[src/rtl/sud_pkg.sv]
package sud_pkg;

   typedef enum logic [1:0] {
      STEP_NONE,
      STEP_CONST,
      STEP_PORT
   } step_kind_e;

   typedef enum logic [1:0] {
      SAT_OFF,
      SAT_FULL,
      SAT_VALUE
   } sat_mode_e;

   // value < 0 : not set ; value == 0 : removed ; width == 0 : not set
   function automatic step_kind_e pick_kind(input int value, input int width);
      if (value == 0)      return STEP_NONE;
      else if (value > 0)  return STEP_CONST;
      else if (width > 0)  return STEP_PORT;
      else                 return STEP_CONST;
   endfunction

   function automatic int const_step(input int value);
      return (value > 0) ? value : 1;
   endfunction

   function automatic int upper_limit(input sat_mode_e mode, input int lim, input int w);
      if (mode == SAT_FULL) return (1 << w) - 1;
      return lim;
   endfunction

   function automatic int lower_limit(input sat_mode_e mode, input int lim);
      if (mode == SAT_FULL) return 0;
      return lim;
   endfunction

endpackage

[src/rtl/sud_step_sel.sv]
module sud_step_sel #(
   parameter int FIELD_W   = 4,
   parameter int STEP_VAL  = -1,
   parameter int STEP_WID  = 0,
   parameter int PORT_W    = 1
) (
   input  logic               req,
   input  logic [PORT_W-1:0]  amt,
   output logic [FIELD_W:0]   step,
   output logic               active
);
   import sud_pkg::*;

   localparam step_kind_e KIND = pick_kind(STEP_VAL, STEP_WID);
   localparam int         CVAL = const_step(STEP_VAL);

   initial begin
      if (STEP_VAL > 0 && STEP_WID > 0)
         $error("step: fixed step and port width both given; width ignored");
      if (CVAL >= (1 << FIELD_W))
         $error("step: constant %0d does not fit the field", CVAL);
      if (KIND == STEP_PORT && STEP_WID > FIELD_W)
         $error("step: port width %0d wider than field", STEP_WID);
   end

   generate
      if (KIND == STEP_NONE) begin : g_none
         logic unused_in;
         assign unused_in = ^{req, amt};
         assign step      = '0;
         assign active    = 1'b0;
      end else if (KIND == STEP_CONST) begin : g_const
         logic unused_in;
         assign unused_in = ^amt;
         assign step      = (FIELD_W+1)'(CVAL);
         assign active    = req;
      end else begin : g_port
         assign step   = (FIELD_W+1)'(amt);
         assign active = req;
      end
   endgenerate

endmodule

[src/rtl/sud_next_calc.sv]
module sud_next_calc #(
   parameter int                 FIELD_W = 4,
   parameter sud_pkg::sat_mode_e UP_SAT  = sud_pkg::SAT_OFF,
   parameter int                 UP_LIM  = 0,
   parameter sud_pkg::sat_mode_e LO_SAT  = sud_pkg::SAT_OFF,
   parameter int                 LO_LIM  = 0
) (
   input  logic [FIELD_W-1:0] cur,
   input  logic [FIELD_W:0]   inc_step,
   input  logic               inc_act,
   input  logic [FIELD_W:0]   dec_step,
   input  logic               dec_act,
   output logic [FIELD_W-1:0] nxt,
   output logic               upd
);
   import sud_pkg::*;

   localparam int EW    = FIELD_W + 2;
   localparam int UP_V  = upper_limit(UP_SAT, UP_LIM, FIELD_W);
   localparam int LO_V  = lower_limit(LO_SAT, LO_LIM);
   localparam logic signed [EW-1:0] UP_S = EW'(UP_V);
   localparam logic signed [EW-1:0] LO_S = EW'(LO_V);

   initial begin
      if (UP_SAT != SAT_OFF && (UP_V < 0 || UP_V >= (1 << FIELD_W)))
         $error("calc: upper limit %0d out of field range", UP_V);
      if (LO_SAT != SAT_OFF && (LO_V < 0 || LO_V >= (1 << FIELD_W)))
         $error("calc: lower limit %0d out of field range", LO_V);
   end

   logic signed [EW-1:0] add_term;
   logic signed [EW-1:0] sub_term;
   logic signed [EW-1:0] cand;
   logic                 up_ok;
   logic                 lo_ok;

   assign add_term = inc_act ? $signed({1'b0, inc_step}) : '0;
   assign sub_term = dec_act ? $signed({1'b0, dec_step}) : '0;
   assign cand     = $signed({2'b00, cur}) + add_term - sub_term;

   generate
      if (UP_SAT == SAT_OFF) begin : g_up_off
         assign up_ok = 1'b1;
      end else begin : g_up_on
         assign up_ok = (cand <= UP_S);
      end
      if (LO_SAT == SAT_OFF) begin : g_lo_off
         assign lo_ok = 1'b1;
      end else begin : g_lo_on
         assign lo_ok = (cand >= LO_S);
      end
   endgenerate

   always_comb begin
      upd = 1'b0;
      nxt = cur;
      if (inc_act || dec_act) begin
         if (up_ok && lo_ok) begin
            nxt = cand[FIELD_W-1:0];
            upd = 1'b1;
         end
      end
   end

endmodule

[src/rtl/sud_field_reg.sv]
module sud_field_reg #(
   parameter int FIELD_W   = 4,
   parameter int RESET_VAL = 0
) (
   input  logic               clk,
   input  logic               rst_n,
   input  logic               load,
   input  logic [FIELD_W-1:0] d,
   output logic [FIELD_W-1:0] q
);

   initial begin
      if (RESET_VAL < 0 || RESET_VAL >= (1 << FIELD_W))
         $error("reg: reset value %0d does not fit", RESET_VAL);
   end

   always_ff @(posedge clk) begin
      if (!rst_n)
         q <= FIELD_W'(RESET_VAL);
      else if (load)
         q <= d;
   end

   a_r1_reset_value: assert property (@(posedge clk)
      !rst_n |=> q == FIELD_W'(RESET_VAL));

   a_r9_hold_without_load: assert property (@(posedge clk) disable iff (!rst_n)
      !load |=> $stable(q));

   a_r9_take_on_load: assert property (@(posedge clk) disable iff (!rst_n)
      load |=> q == $past(d));

endmodule

[src/rtl/sat_updown_field.sv]
module sat_updown_field #(
   parameter int                 FIELD_W    = 4,
   parameter int                 INC_VALUE  = -1,
   parameter int                 INC_WIDTH  = 3,
   parameter int                 DEC_VALUE  = -1,
   parameter int                 DEC_WIDTH  = 0,
   parameter sud_pkg::sat_mode_e UP_SAT     = sud_pkg::SAT_VALUE,
   parameter int                 UP_LIMIT   = 13,
   parameter sud_pkg::sat_mode_e LO_SAT     = sud_pkg::SAT_FULL,
   parameter int                 LO_LIMIT   = 0,
   parameter int                 RESET_VAL  = 5,
   localparam int                INC_PORT_W = (INC_WIDTH > 0) ? INC_WIDTH : 1,
   localparam int                DEC_PORT_W = (DEC_WIDTH > 0) ? DEC_WIDTH : 1
) (
   input  logic                  clk,
   input  logic                  rst_n,
   input  logic                  inc_req,
   input  logic [INC_PORT_W-1:0] inc_amt,
   input  logic                  dec_req,
   input  logic [DEC_PORT_W-1:0] dec_amt,
   output logic [FIELD_W-1:0]    value,
   output logic                  update
);
   import sud_pkg::*;

   localparam step_kind_e INC_KIND = pick_kind(INC_VALUE, INC_WIDTH);
   localparam step_kind_e DEC_KIND = pick_kind(DEC_VALUE, DEC_WIDTH);
   localparam int         UP_V     = upper_limit(UP_SAT, UP_LIMIT, FIELD_W);
   localparam int         LO_V     = lower_limit(LO_SAT, LO_LIMIT);

   initial begin
      if (FIELD_W < 1 || FIELD_W > 30)
         $error("field width %0d unsupported", FIELD_W);
      if (INC_KIND == STEP_NONE && DEC_KIND == STEP_NONE)
         $error("both count directions removed: illegal counter");
   end

   logic [FIELD_W:0]   inc_step;
   logic [FIELD_W:0]   dec_step;
   logic               inc_act;
   logic               dec_act;
   logic [FIELD_W-1:0] nxt;

   sud_step_sel #(
      .FIELD_W (FIELD_W), .STEP_VAL (INC_VALUE),
      .STEP_WID(INC_WIDTH), .PORT_W (INC_PORT_W)
   ) u_inc_sel (
      .req(inc_req), .amt(inc_amt), .step(inc_step), .active(inc_act)
   );

   sud_step_sel #(
      .FIELD_W (FIELD_W), .STEP_VAL (DEC_VALUE),
      .STEP_WID(DEC_WIDTH), .PORT_W (DEC_PORT_W)
   ) u_dec_sel (
      .req(dec_req), .amt(dec_amt), .step(dec_step), .active(dec_act)
   );

   sud_next_calc #(
      .FIELD_W(FIELD_W),
      .UP_SAT (UP_SAT), .UP_LIM(UP_LIMIT),
      .LO_SAT (LO_SAT), .LO_LIM(LO_LIMIT)
   ) u_calc (
      .cur     (value),
      .inc_step(inc_step), .inc_act(inc_act),
      .dec_step(dec_step), .dec_act(dec_act),
      .nxt     (nxt),      .upd    (update)
   );

   sud_field_reg #(
      .FIELD_W(FIELD_W), .RESET_VAL(RESET_VAL)
   ) u_reg (
      .clk(clk), .rst_n(rst_n), .load(update), .d(nxt), .q(value)
   );

   generate
      if (UP_SAT != SAT_OFF) begin : g_chk_up
         a_r6_upper_respected: assert property (@(posedge clk) disable iff (!rst_n)
            update |=> value <= FIELD_W'(UP_V));
      end
      if (LO_SAT != SAT_OFF) begin : g_chk_lo
         a_r7_lower_respected: assert property (@(posedge clk) disable iff (!rst_n)
            update |=> value >= FIELD_W'(LO_V));
      end
      if (INC_KIND == STEP_NONE) begin : g_chk_no_inc
         a_r4_inc_removed: assert property (@(posedge clk) disable iff (!rst_n)
            (inc_req && !dec_req) |-> !update);
      end
      if (DEC_KIND == STEP_NONE) begin : g_chk_no_dec
         a_r4_dec_removed: assert property (@(posedge clk) disable iff (!rst_n)
            (dec_req && !inc_req) |-> !update);
      end
   endgenerate

   a_r9_idle_no_strobe: assert property (@(posedge clk) disable iff (!rst_n)
      (!inc_req && !dec_req) |-> !update);

endmodule

[config.mk]
export PLATFORM = sky130hd
export DESIGN_NAME = sat_updown_field
export DESIGN_NICKNAME = d
export VERILOG_FILES = /design/src/rtl/sud_pkg.sv /design/src/rtl/sud_step_sel.sv /design/src/rtl/sud_next_calc.sv /design/src/rtl/sud_field_reg.sv /design/src/rtl/sat_updown_field.sv
export SDC_FILE = /design/constraint.sdc
export NUM_CORES = 1
export LEC_CHECK = 0
export BUFFER_PORTS_ARGS = -buffer_cell sky130_fd_sc_hd__clkbuf_2
export CAP_MARGIN = 20
export CORE_AREA = 2 2 39 41
export CTS_BUF_LIST = sky130_fd_sc_hd__clkbuf_4 sky130_fd_sc_hd__clkbuf_8 sky130_fd_sc_hd__clkbuf_16
export DETAILED_ROUTE_END_ITERATION = 12
export DIE_AREA = 0 0 41 43
export SYNTH_ARGS = -nofsm -noshare
export SYNTH_HDL_FRONTEND = slang
export SYNTH_SLANG_ARGS = --single-unit
[constraint.sdc]
create_clock -name clk -period 6.41 [get_ports clk]
set_input_delay 1.282 -clock clk [delete_from_list [all_inputs] [get_ports clk]]
set_output_delay 1.282 -clock clk [all_outputs]
set_load 0.02 [all_outputs]
After elaboration in Yosys (flattened, before gate mapping)
Cells that the tools add are included.
Widths: inputs -> output; s select.
{"block": "classes", "mul": 0, "magnitude_cmp": 2, "bitwise_logic": 0, "div_mod_pow": 0, "reduce_logical": 3, "n_addsub": 2, "n_shift": 0, "eq_ne": 0, "muxes": 4}
{"operator": "$add 5x6->6", "n": 1}
{"operator": "$ge 6x1->1 const B", "n": 1}
{"operator": "$le 6x5->1 const B", "n": 1}
{"operator": "$sub 6x6->6", "n": 1}
{"operator": "$mux 1", "n": 3}
{"operator": "$mux 3", "n": 1}
{"operator": "$reduce_and 3->1", "n": 1}
{"operator": "$logic_and 1x1->1", "n": 1}
{"operator": "$logic_or 1x1->1", "n": 1}
{"block": "totals", "regBits": 4, "latch_bits": 0, "word_cells": 12, "mem_bits_rw": 0, "mem_count": 0, "mem_bits_ro": 0}

Depth between registers and ports, before layout
{"block": "depth", "word_depth": 8, "depth_mapped": 12, "depth_no_buf": 11}

By module
From an unflattened synthesis, not the netlist that was laid out.
{"block": "unflattened", "cells_unflattened": 82, "area_unflattened_um2": 675.6}
{"module": "sud_next_calc", "cells_each": 54, "seq_area_each_um2": 0.0, "area_per_inst_um2": 429.2, "n_inst": 1}
{"module": "sud_field_reg", "cells_each": 13, "seq_area_each_um2": 80.1, "area_per_inst_um2": 145.1, "n_inst": 1}
{"module": "sud_step_sel at u_dec_sel", "cells_each": 8, "seq_area_each_um2": 0.0, "area_per_inst_um2": 52.6, "n_inst": 1}
{"module": "sud_step_sel at u_inc_sel", "cells_each": 7, "seq_area_each_um2": 0.0, "area_per_inst_um2": 48.8, "n_inst": 1}

Least setup slack after synthesis
No wires, ideal clock.
{"block": "synth_path", "path_kind": "input-to-output", "startpoint": "input dec_req", "endpoint": "output update", "n_path_buf": 1, "t_required_ns": 5.128, "cell_stages": 10, "setup_slack_ns": 2.165, "t_arrival_ns": 2.963, "cell_sequence": "ha_1 > inv_1 > ha_1 > inv_1 > fa_1 > nand2b_1 > a21oi_1 > xnor2_1 > and3_1 > buf_4"}
{"block": "synth_between", "elab_chain_len": 6}
{"element": "from (decl)", "line_no": "sat_updown_field.sv:19", "text": "input logic dec_req,"}
{"element": "$mux 1", "line_no": "sud_next_calc.sv:38", "text": "assign sub_term = dec_act ? $signed({1'b0, dec_step}) : '0;"}
{"element": "$sub 6x6->6", "line_no": "sud_next_calc.sv:39", "text": "assign cand = $signed({2'b00, cur}) + add_term - sub_term;"}
{"element": "$le 6x5->1 or $ge 6x1->1 (tied branches)", "line_no": "sud_next_calc.sv:45, sud_next_calc.sv:50"}
{"element": "$logic_and 1x1->1", "line_no": "sud_next_calc.sv:58", "text": "if (up_ok && lo_ok) begin"}
{"element": "$mux 1", "line_no": "sud_next_calc.sv:58"}
{"element": "$mux 1 (*)", "line_no": "sud_next_calc.sv:57", "text": "if (inc_act || dec_act) begin"}
{"element": "to (decl)", "line_no": "sat_updown_field.sv:22", "text": "output logic update"}
Every way passes the cells marked *; elsewhere a longest branch is shown, timed or not.

Worst setup path after layout
Ends and elaborated chain as after synthesis.

==> impl_metrics.toml <==
[drt]
drtAntennaViolNets = 0
drt_iter0_drc = 4
wl_per_cell_um = 9.48
postRouteWirelength_um = 806
num_vias = 399
vias_per_cell = 4.69
drt-pass1-iter-count = 4
route.detailed.drc = 0

[synth]
post_synth_main_area_contributors = "sky130_fd_sc_hd__ha_1, sky130_fd_sc_hd__dfxtp_1, sky130_fd_sc_hd__inv_1, sky130_fd_sc_hd__fa_1, sky130_fd_sc_hd__nor2_1"
ys.warnings.count = 0
synth_fp_nets = 74
netlist.top_cell.by_area = "sky130_fd_sc_hd__ha_1"
seq_area_frac_synth_pct = 17.7
syn_avg_cell_area_um2 = 8.07
synth.ff_latch_count = 4
synthesized_area_um2 = 452
synth_top_area_share_pct = 24.9
synth_cells = 56
netlist-cell-type-count = 25

[clock_network]
numCtsBuffers = 3
cts.root.buffer_cell = "sky130_fd_sc_hd__clkbuf_4"
cts_hold_repair_buffers = 0
clock_sink_count = 4
post_cts_setup_repair_bufs = 0
post_cts_resize_count = 0
clkLatencyLatePin_ps = 240
cts_htree_levels = 1
cts_tree = "built"
clk_path_buf_depth = 2
cts.reportedPaths.clkPinSlew_ps = 30

[power_and_ir_drop]
design_power_total_mw = 0.235
pwr_density_cell_nw_per_um2 = 434
leakage_nw = 0.303
largest_vdd_supply_drop_mv = 0.172

[global_route]
grt_pass1_wl_um = 1300
initial_antenna_violation_count = 0
via_count_of_the_first_global_routing_pass = 356
grt_start_max_net_pins = 7
grt_overflow = 0
globalRouteTotalUtil_pct = 11.0

[timing]
clock-skew-final_ps = 6.98
max_freq_mhz = 214
final-setup-viol-count = 0
max-slew-margin-rel_pct = 79.8
worst-slew-pin-transition_ps = 301
tns_ps = 0
final-hold-violation-count = 0
drv_slew = 0
period_share_pct = 72.8
finalWorstPathRequiredPeriod_ps = 4670
rsz0062_at_grt = "false"

[worst_hold_path]
classification_of_the_worst_slack_hold_path = "reg -> reg"
holdPathStages = 2
worst_hold_startpoint = "u_reg.q[3]"
hold_path_end = "u_reg.q[3]"

[cells_and_area]
n_antenna_cell = 0
drive_above_1_share_pct = 24.6
final_common_cell = "sky130_fd_sc_hd__inv_1"
nets = 89
layout_top_registers = "u_reg.q (4)"
areaGrowthSynthToFinish_pct = 19.9
largest_register_ffs = 4
commonest_cells_after_routing_fill_and_taps_aside = "sky130_fd_sc_hd__inv_1, sky130_fd_sc_hd__clkbuf_2, sky130_fd_sc_hd__ha_1"
largest-register = "u_reg.q"

[worst_setup_path]
setup.reg_to_reg.worst_slack_ps = 3920
timing.critical_path.fanout_max = 5
worstReg2RegEnd = "u_reg.q[3]"
setup.worst_path.start_class = "input pin"
arrival_ps = 3390
timing.critical_path.slowest_stage_cell = "sky130_fd_sc_hd__fa_1"
timing.rr.start = "u_reg.q[0]"
slowest_delay_ps = 390
ff2ff_path_depth = 11
cp-end-kind = "output pin"
data_required_time_at_the_worst_endpoint_ps = 5130
crit_path_cell_trace = "clkbuf_2, ha_1, inv_1, ha_1, inv_1, fa_1, nand2b_1, a21oi_1, xnor2_1, and3_1, clkbuf_2"
worst-setup-path-type = "in -> out"

[die]
die_area_um2 = 1760
design.portCount = 13
fp.dieH_um = 43
core_region_area_um2 = 1380
die_width_um = 41
initial_utilization_pct = 32.6
std_cell_rows = 14

[place]
port-buffer-count = 11
dp_hpwl_um = 701
finalWeightedCongestion = 0.688

[run]
max_cap_violations = 0

[outcome]
run_status = "completed"
==> cell type report <==
cell class,count,area [um2]
clock buffer,3,22.5
fill,154,842
inverter,13,48.8
multi-input combinational,38,315
sequential,4,80.1
tap,16,20.0
timing repair buffer,11,55.1
==> worst max path at each step <==
stage                  from     end  cells after the start
finish              dec_req  update                     11
global route        dec_req  update                     11
CTS                 dec_req  update                     11
detailed placement  dec_req  update                     11
global placement    dec_req  update                     11
floorplan           dec_req  update                     10
==> stage by stage <==
| stage | setup slack, ps | instances | utilization, % | hold WS [ps] | cell area (um2) |
|---|---|---|---|---|---|
| after floorplan | 2170 | 56 | - | 542 | 452 |
| after global placement | 1780 | 82 | 37.5 | 471 | 519 |
| after detailed placement | 1760 | 82 | 37.5 | 475 | 519 |
| after CTS | 1750 | 85 | 39.2 | 481 | 542 |
| after global routing | 1610 | 85 | 39.2 | 515 | 542 |
| final | 1740 | 85 | 39.2 | 474 | 542 |
==> synthesized netlist by cell type (all sizes together) <==
cell / n
inv: 13
ha: 9
dfxtp: 4
nor2: 4
nand2: 3
nand3: 3
a21oi: 2
and3: 2
nand4: 2
a21o: 1
and2: 1
buf: 1
fa: 1
mux2i: 1
nand2b: 1
o211a: 1
o211ai: 1
o21ai: 1
o22ai: 1
o31a: 1
or3: 1
xnor2: 1
xor2: 1
==> layer usage <==
| layer | vias up | track usage [%] | share of wire [%] |
|---|---|---|---|
| met5 | - | 0 | 0 |
| met4 | 0 | 6.00 | 0 |
| met3 | 0 | 4.71 | 3.5 |
| met2 | 9 | 16.9 | 48 |
| met1 | 178 | 12.2 | 49 |
| li1 | 212 | - | - |
==> report_power, final <==
| part | switching [mW] | internal (mW) |
|---|---|---|
| combinational | 0.0945 | 0.0707 |
| clock | 0.0110 | 0.0210 |
| sequential | 0.00465 | 0.0333 |
==> worst max-delay path, delay by kind of cell <==
family | cells | cell delay [ps]
buf+inv | 4 | 410
xor+xnor | 1 | 210
compound gates | 1 | 170
simple gates | 2 | 480
fa+ha+maj | 3 | 830
==> cells by family (layout without fill, tap and decap cells) <==
logic type,after synthesis,after routing,share of synthesized area [%]
simple gates,17,17,22.2
buf+inv,14,27,12.5
fa+ha+maj,10,10,29.4
compound gates,8,8,12.2
flops,4,4,17.7
xor+xnor,2,2,3.88
mux,1,1,2.22
(Power assumes the default switching activity.)
